<file path="src/rtl/simt_mask_unit.sv">
module simt_mask_unit #(
  parameter int LANES = 32,
  parameter int DEPTH = 4
) (
  input  logic                         clk,
  input  logic                         rst_n,
  input  logic                         br_valid,
  input  logic [LANES-1:0]             br_pred,
  input  logic                         path_done,
  output logic [LANES-1:0]             act_mask,
  output logic                         on_else,
  output logic [$clog2(DEPTH+1)-1:0]   depth,
  output logic [1:0]                   passes,
  output logic                         reconv,
  output logic                         ovf_err
);
  localparam int DW = $clog2(DEPTH+1);
  localparam int AW = (DEPTH > 1) ? $clog2(DEPTH) : 1;

  logic [LANES-1:0] outer_q [DEPTH];
  logic [LANES-1:0] alt_q   [DEPTH];
  logic             phase_q [DEPTH];
  logic [1:0]       cnt_q   [DEPTH];

  wire [LANES-1:0] taken = act_mask & br_pred;
  wire [LANES-1:0] other = act_mask & ~br_pred;
  wire             full  = (depth == DW'(DEPTH));
  wire             empty = (depth == '0);
  wire [AW-1:0]    wr_i  = AW'(depth);
  wire [AW-1:0]    top_i = AW'(depth - DW'(1));
  wire [AW-1:0]    low_i = AW'(depth - DW'(2));

  wire do_push   = br_valid & ~full;
  wire done_ok   = path_done & ~br_valid & ~empty;
  wire to_else   = done_ok & ~phase_q[top_i] & (|alt_q[top_i]);
  wire do_pop    = done_ok & ~to_else;

  always_ff @(posedge clk) begin
    if (!rst_n) begin
      act_mask <= '1;
      on_else  <= 1'b0;
      depth    <= '0;
      passes   <= 2'd0;
      reconv   <= 1'b0;
      ovf_err  <= 1'b0;
      for (int i = 0; i < DEPTH; i++) begin
        outer_q[i] <= '0;
        alt_q[i]   <= '0;
        phase_q[i] <= 1'b0;
        cnt_q[i]   <= 2'd0;
      end
    end else begin
      reconv <= 1'b0;
      if (br_valid && full) ovf_err <= 1'b1;
      if (do_push) begin
        outer_q[wr_i] <= act_mask;
        cnt_q[wr_i]   <= 2'd1;
        depth         <= depth + DW'(1);
        if (taken == '0) begin
          alt_q[wr_i]   <= '0;
          phase_q[wr_i] <= 1'b1;
          act_mask      <= other;
          on_else       <= 1'b1;
        end else begin
          alt_q[wr_i]   <= other;
          phase_q[wr_i] <= 1'b0;
          act_mask      <= taken;
          on_else       <= 1'b0;
        end
      end else if (to_else) begin
        act_mask       <= alt_q[top_i];
        phase_q[top_i] <= 1'b1;
        cnt_q[top_i]   <= cnt_q[top_i] + 2'd1;
        on_else        <= 1'b1;
      end else if (do_pop) begin
        act_mask <= outer_q[top_i];
        passes   <= cnt_q[top_i];
        reconv   <= 1'b1;
        depth    <= depth - DW'(1);
        on_else  <= (depth > DW'(1)) ? phase_q[low_i] : 1'b0;
      end
    end
  end
endmodule

</file>
<file path="config.mk">
export PLATFORM = sky130hd
export DESIGN_NAME = simt_mask_unit
export DESIGN_NICKNAME = d
export VERILOG_FILES = /design/src/rtl/simt_mask_unit.sv
export SDC_FILE = /design/constraint.sdc
export NUM_CORES = 1
export LEC_CHECK = 0
export BUFFER_PORTS_ARGS = -buffer_cell sky130_fd_sc_hd__buf_2
export CAP_MARGIN = 5
export CORE_MARGIN = 1
export CORE_UTILIZATION = 60
export CTS_BUF_LIST = sky130_fd_sc_hd__clkbuf_4 sky130_fd_sc_hd__clkbuf_8 sky130_fd_sc_hd__clkbuf_16
export DETAILED_ROUTE_END_ITERATION = 7
export HOLD_SLACK_MARGIN = 0.15
export PLACE_DENSITY = 0.78
export SKIP_LAST_GASP = 1
export SLEW_MARGIN = 20
export SYNTH_ARGS = -nofsm -noshare
export SYNTH_HDL_FRONTEND = slang
export SYNTH_SLANG_ARGS = --single-unit
</file>
<file path="constraint.sdc">
create_clock -name clk -period 10.6 [get_ports clk]
set_input_delay 1.59 -clock clk [delete_from_list [all_inputs] [get_ports clk]]
set_output_delay 1.59 -clock clk [all_outputs]
set_load 0.05 [all_outputs]
</file>
==> impl_metrics.csv <==
group,metric,value,unit
min_path,holdPathStages,2,
run,max_cap_viol_count,0,
synthesis,number_of_enable_type_register_cells_in_the_synthesized_netlist,265,
die,die_width,156,um
timing,maxSlewHeadroom,0.267,
worst_setup_path,critical-path-max-stage-delay,1.08,ns
power,ir_drop,0.140,mV
timing,timing_worst_slew_pin_value,1.10,ns
die,core_area,0.0229,mm^2
timing,report.final.hold_viol_count,0,
place,placement.io_buffers,75,
synthesis,combinational_family_with_the_most_area_after_synthesis,"simple AND/OR/NAND/NOR gates",
synthesis,yosys-top-cells-count,"edfxtp_1, nor2_1, and2_1",
synthesis,synth.net_count,1113,
min_path,hold_start,"ovf_err$_SDFFE_PN0P_",
synthesis,ys_ff_latch,308,
die,floorplan.die_area,0.0243,mm^2
min_path,worstHoldPathType,"flop to flop",
grt,grt_first_pass_wirelength,56800,um
cells_and_area,fillerInstances,1547,
routing,wire_length_per_cell_after_detailed_routing,25.7,um
worst_setup_path,endpoint_kind,"flop",
synthesis,post_synth_and_or_nand_nor_area_fraction,0.146,
grt,grtUsageTotal,0.314,
timing,finalCriticalPeriod,5.02,ns
timing,final.setup_skew,0.0121,ns
worst_setup_path,timing.rr.start,"depth[0]$_SDFFE_PN0P_",
synthesis,fraction_of_synthesized_area_in_multiplexers,0.108,
place,dp.cells,1398,
cells_and_area,finish.utilization,0.695,
timing,finalSetupViolCount,0,
place,detailedPlace.worstSlack,5.63,ns
worst_setup_path,crit_start,"depth[0]$_SDFFE_PN0P_",
cells_and_area,antenna_cells_inserted,0,
worst_setup_path,critPathMaxFanout,80,
timing,clock.fmax,199,MHz
clock_tree,post-cts-setup-buffer-count,0,
routing,finalWirelength,37500,um
grt,maximum_number_of_pins_on_one_net_before_global_route_repair,81,
power,power.density_cell_area,245,mW/mm^2
synthesis,yosys.cell_count.top_type,"edfxtp_1",
synthesis,synthXorXnorAreaFrac,0.000616,
synthesis,ys.flop_type,"edfxtp_1",
synthesis,yosys-top-cells-area,"edfxtp_1, mux4_2, dfxtp_1",
synthesis,synth-compound-area-share,0.0955,
timing,setup_slack,5.58,ns
timing,grt_setup_unrepaired,"false",
cells_and_area,finish.cell_count_without_fillers,1456,
clock_tree,insertion_delay,0.56,ns
timing,worst_hold_slack,0.475,ns
clock_tree,root_buffer,"clkbuf_16",
worst_setup_path,worst_r2r_path_depth,9,
synthesis,synthesis.yosys.warnings,0,
cells_and_area,fraction_of_layout_instances_using_a_drive_strength_above_1,0.212,
power,reported_leakage_power,5.91,nW
synthesis,synth_fa_ha_area_frac,0.00352,
cells_and_area,design_area,0.0159,mm^2
place,place_area,0.0149,mm^2
die,placementRows,55,
routing,detailroute.via_count,9925,
place,post-dp-hpwl,23100,um
die,start_util,0.621,
worst_setup_path,worst-endpoint-arrival,5.33,ns
worst_setup_path,timing.critical_path.depth,9,
synthesis,syn-mean-instance-area,13.3,um^2
place,place.gp.congestion,0.879,
cells_and_area,design.final.nets,1158,
die,ioPinCount,76,
worst_setup_path,crit_path_cell_trace,"inv_1 > ha_4 > mux4_2 > nor4_1 > nand4_1 > o21ai_4 > buf_4 > o31ai_1 > or2_2",
worst_setup_path,rrSetupSlack,5.58,ns
worst_setup_path,worstPathBufferInverterCount,2,
synthesis,post_synth_instance_area,0.0142,mm^2
grt,antenna_found_initial,1,
die,die_height,156,um
worst_setup_path,crit_path_top_delay_cell,"ha_4",
clock_tree,cts_max_path_buffers,3,
synthesis,synth_area_leader_cell,"edfxtp_1",
clock_tree,tritoncts,"built",
grt,grt_pass1_vias,9649,
cells_and_area,area.growth.synth_to_final,11.9,%
worst_setup_path,critPathRequiredTime,10.91,ns
synthesis,syn-instance-count,1073,
power,total_power,3.90,mW
routing,route.detailed.vias_per_inst,6.82,
routing,detailedRoute.firstPassIterationCount,5,
clock_tree,post_cts_hold_buffer_count,0,
routing,drt_iter0_markers,1183,
synthesis,synth.yosys.seq_area_share,0.620,
run_status,status,"completed",
synthesis,synthDistinctLibCells,44,
timing,timing_max_transition_violations_final,0,
timing,setup_tns,0,ns
clock_tree,cts_sinks,308,
routing,detail_route.drc_violations,0,
synthesis,synth_top_area_share,0.559,
worst_setup_path,worst-setup-path-type,"flop to flop",
timing,timing.final.crit_share,0.474,
grt,grt.overflow.total,0,
routing,ant_nets,0,
clock_tree,cts_resized,0,
clock_tree,numCtsBuffers,31,
worst_setup_path,timing.critical_path.from_type,"flop",
clock_tree,register_clock_pin_slew_on_the_reported_worst_setup_and_hold_paths,0.06,ns
worst_setup_path,critical_path.top_delay_family,"simple AND/OR/NAND/NOR gates",
clock_tree,cts-htree-levels,1,
synthesis,postSynth.asyncResetShare,0,
## logic make-up after synthesis
logic type	Yosys count
xor+xnor	1
simple gates	394
buf+inv	89
mux	68
flops	308
fa+ha+maj	4
compound gates	209
## worst min-delay path: cells and delay by family, from the launching register on
kind | cells | cell delay (ns)
and+or+nand+nor | 1 | 0.08
AOI/OAI and AO/OA | 1 | 0.04
DFF | 1 | 0.32
## state kept, by name, summed over array words and instances, names as in the netlist
register  count
act_mask     32
reconv        1
alt_q       128
depth         3
phase_q       4
cnt_q         8
outer_q     128
ovf_err       1
passes        2
on_else       1
## per-layer routing
metal  global-route usage  vias up  wire length, um
li1                     -     4200                -
met1                0.419     4948            13900
met2                0.511      664            17900
met3               0.0522      113             3830
met4                0.142        0             1810
met5                    0        -                0
## cells in the final DEF, fill, tap and decap left out, types with 6 or more instances in the layout
master     synthesis  layout
edfxtp_1         265     265
nor2_1           135     134
and2_1           101     101
buf_2              7      75
mux4_2            68      68
a22oi_1           48      48
dfxtp_1           43      42
nand4_1           41      41
a21oi_1           36      36
nand2b_1          36      34
o21ai_0           36      34
a31oi_1           34      34
and3_1            32      32
a21o_1            32      32
clkbuf_16          0      31
buf_4              3      22
nand2_1           14      13
clkinv_2           0       9
nor4_1             9       8
nand3_1            9       7
clkbuf_4           0       7
o21a_1             6       6
## area by class of cell
class	count	area, um^2	area share
Sequential cell	308	8820	0.554
Clock inverter	16	129	0.00810
Inverter	3	11.3	0.000707
Timing Repair Buffer	98	552	0.0347
Multi-Input combinational cell	676	5130	0.322
Tap cell	313	392	0.0246
Clock buffer	42	883	0.0555
## report_power, final
group / switching, mW / internal [mW] / total, mW
Clock: 0.451 / 0.630 / 1.08
Combinational: 0.719 / 0.404 / 1.12
Sequential: 0.168 / 1.52 / 1.69
## path summary, 6_finish.rpt
kind,end
worst min register to register,ovf_err$_SDFFE_PN0P_
worst max-delay path,cnt_q[2][0]$_SDFFCE_PN0P_
worst max register to register,cnt_q[2][0]$_SDFFCE_PN0P_
worst min-delay path,ovf_err$_SDFFE_PN0P_
Note: power is estimated with default switching activity, not from simulation.
